--- config.mk ---
export PLATFORM = sky130hd
export DESIGN_NAME = pkt_deframer
export DESIGN_NICKNAME = d
export VERILOG_FILES = /design/src/rtl/pkt_deframer_pkg.sv /design/src/rtl/pkt_sync_match.sv /design/src/rtl/pkt_crc16.sv /design/src/rtl/pkt_byte_fifo.sv /design/src/rtl/pkt_deframer.sv
export SDC_FILE = /design/constraint.sdc
export NUM_CORES = 1
export LEC_CHECK = 0
export CAP_MARGIN = 20
export CORE_ASPECT_RATIO = 0.5
export CORE_MARGIN = 2
export CORE_UTILIZATION = 35
export CTS_BUF_LIST = sky130_fd_sc_hd__clkbuf_8
export DETAILED_ROUTE_END_ITERATION = 6
export SETUP_SLACK_MARGIN = 0.15
export SYNTH_ARGS = -nofsm -noshare
export SYNTH_HDL_FRONTEND = slang
export SYNTH_SLANG_ARGS = --single-unit
--- constraint.sdc ---
create_clock -name clk -period 12.3 [get_ports clk]
set_input_delay 3.075 -clock clk [delete_from_list [all_inputs] [get_ports clk]]
set_output_delay 3.075 -clock clk [all_outputs]
set_load 0.05 [all_outputs]
--- src/rtl/pkt_deframer_pkg.sv ---
package pkt_deframer_pkg;
  typedef enum logic [2:0] {
    ST_SEARCH = 3'd0,
    ST_LEN    = 3'd1,
    ST_ADDR   = 3'd2,
    ST_BODY   = 3'd3,
    ST_CHECK  = 3'd4,
    ST_HOLD   = 3'd5
  } rx_state_e;

  typedef enum logic [1:0] {
    FILT_NONE    = 2'b00,
    FILT_NODE    = 2'b01,
    FILT_NODE_BC = 2'b10,
    FILT_RSVD    = 2'b11
  } addr_filt_e;

  localparam logic [15:0] CRC_POLY = 16'h1021;
  localparam logic [15:0] CRC_SEED = 16'h1D0F;
endpackage

--- src/rtl/pkt_sync_match.sv ---
module pkt_sync_match #(
  parameter int MAX_BYTES = 8,
  localparam int SW = 8 * MAX_BYTES,
  localparam int LW = $clog2(MAX_BYTES + 1),
  localparam int CW = $clog2(SW + 1)
) (
  input  logic          clk,
  input  logic          rst_n,
  input  logic          bit_in,
  input  logic          bit_en,
  input  logic          search,
  input  logic          restart,
  input  logic [LW-1:0] cfg_len,
  input  logic [SW-1:0] cfg_word,
  output logic          hit
);
  logic [SW-1:0] shreg_q, shreg_d, shift_in;
  logic [CW-1:0] seen_q, seen_d, seen_inc, needed;
  logic [LW-1:0] eff_len;
  logic          cmp_ok;

  assign eff_len  = (cfg_len > LW'(MAX_BYTES)) ? LW'(MAX_BYTES) : cfg_len;
  assign needed   = CW'({eff_len, 3'b000});
  assign shift_in = {shreg_q[SW-2:0], bit_in};
  assign seen_inc = (seen_q == CW'(SW)) ? seen_q : seen_q + 1'b1;

  always_comb begin
    cmp_ok = 1'b1;
    for (int i = 0; i < SW; i++) begin
      if (i < int'(needed)) begin
        if (shift_in[i] != cfg_word[SW - int'(needed) + i]) cmp_ok = 1'b0;
      end
    end
  end

  always_comb begin
    if (eff_len == '0) hit = search;
    else hit = search && bit_en && (seen_inc >= needed) && cmp_ok;
  end

  always_comb begin
    shreg_d = shreg_q;
    seen_d  = seen_q;
    if (restart) begin
      seen_d = '0;
    end else if (search && bit_en) begin
      shreg_d = shift_in;
      seen_d  = seen_inc;
    end
  end

  always_ff @(posedge clk or negedge rst_n) begin
    if (!rst_n) begin
      shreg_q <= '0;
      seen_q  <= '0;
    end else begin
      shreg_q <= shreg_d;
      seen_q  <= seen_d;
    end
  end
endmodule

--- src/rtl/pkt_crc16.sv ---
module pkt_crc16 #(
  parameter logic [15:0] POLY = 16'h1021,
  parameter logic [15:0] SEED = 16'h1D0F
) (
  input  logic        clk,
  input  logic        rst_n,
  input  logic        init,
  input  logic        bit_en,
  input  logic        bit_in,
  output logic [15:0] crc
);
  logic [15:0] crc_q, crc_d;
  logic        fb;

  assign fb  = crc_q[15] ^ bit_in;
  assign crc = crc_q;

  always_comb begin
    crc_d = crc_q;
    if (init) crc_d = SEED;
    else if (bit_en) crc_d = {crc_q[14:0], 1'b0} ^ (fb ? POLY : 16'h0000);
  end

  always_ff @(posedge clk or negedge rst_n) begin
    if (!rst_n) crc_q <= SEED;
    else crc_q <= crc_d;
  end
endmodule

--- src/rtl/pkt_byte_fifo.sv ---
module pkt_byte_fifo #(
  parameter int DEPTH = 66,
  parameter int W = 8,
  localparam int AW = $clog2(DEPTH),
  localparam int CW = $clog2(DEPTH + 1)
) (
  input  logic         clk,
  input  logic         rst_n,
  input  logic         clear,
  input  logic         wr,
  input  logic [W-1:0] wr_data,
  input  logic         rd,
  output logic [W-1:0] rd_data,
  output logic         empty,
  output logic         full
);
  logic [W-1:0]  mem [DEPTH];
  logic [AW-1:0] wptr_q, wptr_d, rptr_q, rptr_d;
  logic [CW-1:0] cnt_q, cnt_d;
  logic          wr_ok, rd_ok;

  assign empty   = (cnt_q == '0);
  assign full    = (cnt_q == CW'(DEPTH));
  assign wr_ok   = wr && !full && !clear;
  assign rd_ok   = rd && !empty && !clear;
  assign rd_data = mem[rptr_q];

  always_comb begin
    wptr_d = wptr_q;
    rptr_d = rptr_q;
    cnt_d  = cnt_q;
    if (clear) begin
      wptr_d = '0;
      rptr_d = '0;
      cnt_d  = '0;
    end else begin
      if (wr_ok) wptr_d = (wptr_q == AW'(DEPTH - 1)) ? '0 : wptr_q + 1'b1;
      if (rd_ok) rptr_d = (rptr_q == AW'(DEPTH - 1)) ? '0 : rptr_q + 1'b1;
      if (wr_ok && !rd_ok) cnt_d = cnt_q + 1'b1;
      else if (rd_ok && !wr_ok) cnt_d = cnt_q - 1'b1;
    end
  end

  always_ff @(posedge clk or negedge rst_n) begin
    if (!rst_n) begin
      wptr_q <= '0;
      rptr_q <= '0;
      cnt_q  <= '0;
    end else begin
      wptr_q <= wptr_d;
      rptr_q <= rptr_d;
      cnt_q  <= cnt_d;
    end
  end

  always_ff @(posedge clk) begin
    if (wr_ok) mem[wptr_q] <= wr_data;
  end
endmodule

--- src/rtl/pkt_deframer.sv ---
module pkt_deframer
  import pkt_deframer_pkg::*;
#(
  parameter int SYNC_MAX_BYTES = 8,
  parameter int FIFO_DEPTH = 66,
  localparam int LW = $clog2(SYNC_MAX_BYTES + 1),
  localparam int SW = 8 * SYNC_MAX_BYTES
) (
  input  logic          clk,
  input  logic          rst_n,
  input  logic          bit_in,
  input  logic          bit_en,
  input  logic [LW-1:0] cfg_sync_len,
  input  logic [SW-1:0] cfg_sync_word,
  input  logic          cfg_var_len,
  input  logic [7:0]    cfg_pay_len,
  input  logic [1:0]    cfg_addr_mode,
  input  logic [7:0]    cfg_node_addr,
  input  logic [7:0]    cfg_bcast_addr,
  input  logic          cfg_crc_en,
  input  logic          cfg_crc_keep,
  input  logic          fifo_rd,
  output logic          sync_match,
  output logic          payload_ready,
  output logic          crc_ok,
  output logic          fifo_wr,
  output logic [7:0]    fifo_rd_data,
  output logic          fifo_empty,
  output logic          fifo_full
);
  rx_state_e   state_q, state_d;
  logic [2:0]  bitcnt_q, bitcnt_d;
  logic [7:0]  byte_q, byte_d, byte_nxt;
  logic [7:0]  remain_q, remain_d;
  logic [15:0] rxcrc_q, rxcrc_d, rx_full;
  logic        unlim_q, unlim_d;
  logic        half_q, half_d;
  logic        rdy_q, rdy_d, ok_q, ok_d;
  logic        in_pkt, byte_done, crc_feed, crc_init;
  logic        sync_hit, restart, fifo_clear, wr_req;
  logic        filt_on, addr_pass, last_byte;
  logic [15:0] crc_val;
  addr_filt_e  filt_mode;

  assign filt_mode = addr_filt_e'(cfg_addr_mode);
  assign filt_on   = (filt_mode == FILT_NODE) || (filt_mode == FILT_NODE_BC);
  assign in_pkt    = (state_q == ST_LEN) || (state_q == ST_ADDR) ||
                     (state_q == ST_BODY) || (state_q == ST_CHECK);
  assign byte_nxt  = {byte_q[6:0], bit_in};
  assign byte_done = in_pkt && bit_en && (bitcnt_q == 3'd7);
  assign crc_feed  = bit_en && (state_q == ST_LEN || state_q == ST_ADDR ||
                                state_q == ST_BODY);
  assign rx_full   = {rxcrc_q[14:0], bit_in};
  assign last_byte = !unlim_q && (remain_q == 8'd1);

  always_comb begin
    case (filt_mode)
      FILT_NODE:    addr_pass = (byte_nxt == cfg_node_addr);
      FILT_NODE_BC: addr_pass = (byte_nxt == cfg_node_addr) ||
                                (byte_nxt == cfg_bcast_addr);
      default:      addr_pass = 1'b1;
    endcase
  end

  pkt_sync_match #(.MAX_BYTES(SYNC_MAX_BYTES)) sync_i (
    .clk(clk), .rst_n(rst_n), .bit_in(bit_in), .bit_en(bit_en),
    .search(state_q == ST_SEARCH), .restart(restart),
    .cfg_len(cfg_sync_len), .cfg_word(cfg_sync_word), .hit(sync_hit)
  );

  pkt_crc16 #(.POLY(CRC_POLY), .SEED(CRC_SEED)) crc_i (
    .clk(clk), .rst_n(rst_n), .init(crc_init), .bit_en(crc_feed),
    .bit_in(bit_in), .crc(crc_val)
  );

  pkt_byte_fifo #(.DEPTH(FIFO_DEPTH), .W(8)) fifo_i (
    .clk(clk), .rst_n(rst_n), .clear(fifo_clear), .wr(wr_req),
    .wr_data(byte_nxt), .rd(fifo_rd), .rd_data(fifo_rd_data),
    .empty(fifo_empty), .full(fifo_full)
  );

  // next-state logic
  always_comb begin
    state_d    = state_q;
    bitcnt_d   = bitcnt_q;
    byte_d     = byte_q;
    remain_d   = remain_q;
    rxcrc_d    = rxcrc_q;
    unlim_d    = unlim_q;
    half_d     = half_q;
    rdy_d      = rdy_q;
    ok_d       = ok_q;
    crc_init   = 1'b0;
    fifo_clear = 1'b0;
    wr_req     = 1'b0;

    if (in_pkt && bit_en) begin
      bitcnt_d = bitcnt_q + 1'b1;
      byte_d   = byte_nxt;
    end

    case (state_q)
      ST_SEARCH: begin
        if (sync_hit) begin
          crc_init = 1'b1;
          bitcnt_d = '0;
          remain_d = cfg_pay_len;
          unlim_d  = !cfg_var_len && (cfg_pay_len == 8'd0);
          half_d   = 1'b0;
          if (cfg_var_len) state_d = ST_LEN;
          else if (filt_on) state_d = ST_ADDR;
          else state_d = ST_BODY;
        end
      end
      ST_LEN: begin
        if (byte_done) begin
          if (byte_nxt == 8'd0) begin
            fifo_clear = 1'b1;
            state_d    = ST_SEARCH;
          end else begin
            wr_req   = 1'b1;
            remain_d = byte_nxt;
            state_d  = filt_on ? ST_ADDR : ST_BODY;
          end
        end
      end
      ST_ADDR, ST_BODY: begin
        if (byte_done) begin
          if (state_q == ST_ADDR && !addr_pass) begin
            fifo_clear = 1'b1;
            state_d    = ST_SEARCH;
          end else begin
            wr_req = 1'b1;
            if (!unlim_q) remain_d = remain_q - 1'b1;
            if (last_byte) begin
              if (cfg_crc_en) begin
                state_d = ST_CHECK;
                half_d  = 1'b0;
              end else begin
                state_d = ST_HOLD;
                rdy_d   = 1'b1;
                ok_d    = 1'b0;
              end
            end else begin
              state_d = ST_BODY;
            end
          end
        end
      end
      ST_CHECK: begin
        if (bit_en) rxcrc_d = rx_full;
        if (byte_done) begin
          if (!half_q) begin
            half_d = 1'b1;
          end else if (rx_full == ~crc_val) begin
            state_d = ST_HOLD;
            rdy_d   = 1'b1;
            ok_d    = 1'b1;
          end else if (cfg_crc_keep) begin
            state_d = ST_HOLD;
            rdy_d   = 1'b1;
            ok_d    = 1'b0;
          end else begin
            fifo_clear = 1'b1;
            state_d    = ST_SEARCH;
          end
        end
      end
      ST_HOLD: begin
        if (fifo_empty) begin
          state_d = ST_SEARCH;
          rdy_d   = 1'b0;
          ok_d    = 1'b0;
        end
      end
      default: state_d = ST_SEARCH;
    endcase

    restart = (state_d == ST_SEARCH) && (state_q != ST_SEARCH);
  end

  always_ff @(posedge clk or negedge rst_n) begin
    if (!rst_n) begin
      state_q  <= ST_SEARCH;
      bitcnt_q <= '0;
      byte_q   <= '0;
      remain_q <= '0;
      rxcrc_q  <= '0;
      unlim_q  <= 1'b0;
      half_q   <= 1'b0;
      rdy_q    <= 1'b0;
      ok_q     <= 1'b0;
    end else begin
      state_q  <= state_d;
      bitcnt_q <= bitcnt_d;
      byte_q   <= byte_d;
      remain_q <= remain_d;
      rxcrc_q  <= rxcrc_d;
      unlim_q  <= unlim_d;
      half_q   <= half_d;
      rdy_q    <= rdy_d;
      ok_q     <= ok_d;
    end
  end

  assign sync_match    = in_pkt;
  assign payload_ready = rdy_q;
  assign crc_ok        = ok_q;
  assign fifo_wr       = wr_req;
endmodule

==> impl_metrics.yaml <==
synthesis:
  synth_area_leader_cell: "edfxtp_1"
  syn-instance-count: 2206
  async_reset_ff_share_pct: 21.78
  synthDominantCellAreaShare_pct: 48.92
  synth-edff-count: 528
  ys_seq_elements: 675
  synth.top_cells.by_area: "edfxtp_1 49%, mux4_2 14%, dfrtp_1 11%, mux2i_1 3.4%, nand2_1 3.0%"
  ys.warnings.count: 0
  number_of_nets_in_the_synthesized_netlist: 2331
  netlist_area_mm2: 0.03241
  postSynth.topFlopCell: "edfxtp_1"
  library_cells_used_by_synthesis: 91
  synth.avg_cell_area_um2: 14.69
  seq_area_frac_synth_pct: 60.30
cells_and_area:
  fin_nets: 2446
  final-seq-area_mm2: 0.01956
  final_core_util_pct: 40.19
  layout.filler_cells: 8370
  multi_input_comb_area_mm2: 0.01210
  flow.area_growth_from_synthesis_pct: 13.03
  post_route_cells_drive_above_1_share_pct: 18.66
  finalInstanceArea_mm2: 0.03663
min_path:
  worstHoldPathType: "flop to flop"
  worstHoldPathCells: 2
placed_design:
  hpwl_mm: 54.10
  area_after_detailed_placement_mm2: 0.03472
  globalplace.congestion: 0.8954
  port_buffers: 115
  place_ws_ns: 3.180
die:
  dieWidth_um: 434.4
  die_h_um: 219.2
  ios: 116
  initial_util_pct: 35.56
  die-area_mm2: 0.09520
  rows: 78
  core_area_mm2: 0.09115
grt:
  globalRouteOverflowTotal: 0
  antenna_found_initial: 1
  groute.usage.overall_pct: 17.44
  grt_start_max_net_pins: 82
  first_pass_grt_wire_length_mm: 124.8
  via_count_of_the_first_global_routing_pass: 19530
worst_setup_path:
  worst_setup_path_start_kind: "input pin"
  cp_max_fo: 10
  worstSetupEndpoint: "fifo_wr"
  endpoint_kind: "primary output"
  critical_path_class: "input pin to primary output"
  r2r_start: "state_q[1]$_DFF_PN0_"
  worstSetupStartpoint: "cfg_addr_mode[0]"
  worst_r2r_endpoint: "fifo_i.mem[12][7]$_DFFE_PP_"
  timing.reg2reg.setup_slack_ns: 7.19
  rr_worst_depth: 8
  worstPathArrival_ns: 5.59
  critPathRequiredTime_ns: 9.22
clock_tree:
  clk_lat_worst_skew_ns: 0.78
  cts_hold_buf: 0
  cts-htree-levels: 3
  cts_tree: "yes"
  post_cts_resize_count: 0
  cts_num_sinks: 675
  clockBufferDepth: 3
  clock_tree.root_cell: "clkbuf_8"
  cts_buffers: 99
  clkTransAtPathRegs_ns: 0.06
  cts_setup_buffers: 0
sta:
  timing.final.crit_period_ns: 8.669
  max_freq_mhz: 115.4
  fin_tns_setup_ns: 0
  fin_crit_sh_pct: 70.48
  setup_repair_after_global_routing_missed_its_margin: "false"
  worst_pin_slew_ns: 1.003
  max_slew_margin_pct: 33.16
  final.setup_skew_ns: 0.05491
  final-setup-viol-count: 0
  finalHoldViolations: 0
  final.setup.worst_slack_ns: 3.631
  slew_viols_final: 0
route:
  drc: 4
  final_antenna_net_count: 0
  detailroute.via_count: 19680
  dr.first_iter.drc_count: 1694
  route.detailed.wl_per_inst_um: 22.83
  drt_wirelength_mm: 83.28
  drt_first_pass_iters: 7
  avgViaCountPerCell: 5.393
power:
  leakage_power_figure_uw: 0.01283
  design_power_total_uw: 7049
  worst_ir_drop_vdd_mv: 0.1448
  power.density_mw_per_mm2: 192.4
run:
  max-cap-violations: 0
run_status:
  violations: "design-rule violations"
  outcome: "finished with violations"
[sequential cells by signal, summed over array words and instances, names as in the netlist]
signal	count
crc_ok	1
state_q	3
fifo_i.wptr_q	7
payload_ready	1
fifo_i.cnt_q	7
unlim_q	1
byte_q	7
bitcnt_q	3
crc_i.crc	16
half_q	1
sync_i.seen_q	7
sync_i.shreg_q	63
remain_q	8
rxcrc_q	15
fifo_i.rptr_q	7
fifo_i.mem	528
[layout by cell type, fill, tap and decap left out, types with 16 or more instances in the layout]
master / instances
edfxtp_1: 528
nand2_1: 262
mux4_2: 196
nor2_1: 151
dfrtp_1: 129
clkdlybuf4s50_1: 112
mux2i_1: 109
clkbuf_8: 105
a21oi_1: 71
xnor2_1: 63
inv_1: 59
xor2_1: 58
mux2_2: 44
o21ai_0: 43
o22ai_1: 33
buf_4: 31
nand3_1: 26
clkinv_1: 26
ha_1: 22
nor4_1: 21
nor2b_1: 21
clkinv_2: 19
nor3b_1: 18
nor3_1: 16
[through the flow]
stage | hold slack (ns) | instances
detailed placement | 0.4915 | 3460
CTS | 0.5010 | 3646
floorplan | 0.4550 | 2206
finish | 0.4959 | 3648
global placement | 0.4821 | 3460
global route | 0.5161 | 3647
[worst min-delay path by stage]
stage / from / end / slack [ns]
2_1_floorplan: remain_q[5]$_DFFE_PN0P_ / remain_q[5]$_DFFE_PN0P_ / 0.45
3_3_place_gp: remain_q[5]$_DFFE_PN0P_ / remain_q[5]$_DFFE_PN0P_ / 0.48
3_5_place_dp: sync_i.shreg_q[62]$_DFFE_PN0P_ / sync_i.shreg_q[62]$_DFFE_PN0P_ / 0.49
4_1_cts: crc_i.crc[0]$_DFFE_PN1P_ / crc_i.crc[1]$_DFFE_PN1P_ / 0.50
5_1_grt: crc_i.crc[0]$_DFFE_PN1P_ / crc_i.crc[1]$_DFFE_PN1P_ / 0.52
6_report: sync_i.shreg_q[62]$_DFFE_PN0P_ / sync_i.shreg_q[62]$_DFFE_PN0P_ / 0.50
[power breakdown]
group / internal (uW) / switching, uW / leakage, uW / total (uW)
combinational: 919 / 1320 / 0.00508 / 2240
sequential: 2840 / 203 / 0.00667 / 3040
clock: 849 / 919 / 0.00108 / 1770
[cell usage after synthesis (all sizes together), types with 9 or more instances]
library cell and count:
nor2b 21, a22oi 11, o22ai 33, a21oi 72
o21ai 45, nor3b 18, mux2i 110, xnor2 65
clkbuf 69, xor2 58, mux4 199, nand2 262
a21o 10, nand3b 12, nand4 10, ha 22
dfrtp 139, buf 61, nor2 151, a31oi 15
nand3 26, edfxtp 528, mux2 46, nor4 24
a211oi 9, o221ai 9, nor3 17, inv 36
[routing by layer]
metal  track usage, %  vias up  routed length (um)  part of all wire, %
met3            3.133      143                5080                  6.1
li1                 -     8772                   -                    -
met5                0        -                   0                    0
met2            28.44      663               40230                   48
met1            23.78    10100               35860                   43
met4            5.428        0                2114                  2.5
[final cells by class]
cell class	instances	area share [%]
Clock buffer	105	3.945
Timing Repair Buffer	144	3.726
Inverter	36	0.3825
Clock inverter	81	1.264
Multi-Input combinational cell	1365	33.04
Antenna cell	2	0.01366
Tap cell	1240	4.235
Sequential cell	675	53.40
[worst max-delay path, stage by stage]
cell	delay, ns
clkdlybuf4s50_1	0.48
inv_1	0.05
ha_1	0.35
nor4_2	0.78
nor2_1	0.11
clkdlybuf4s50_1	0.75
[cell families after synthesis]
kind of cell	after synthesis	synth area share, %
buffers and inverters	166	2.386
xor gates and xnor gates	124	3.509
DFF	675	60.30
and+or+nand+nor	588	8.385
muxes	355	18.88
adders and majority gates	23	0.9110
AOI/OAI and AO/OA	275	5.629
Note: power is estimated with default switching activity, not from simulation.
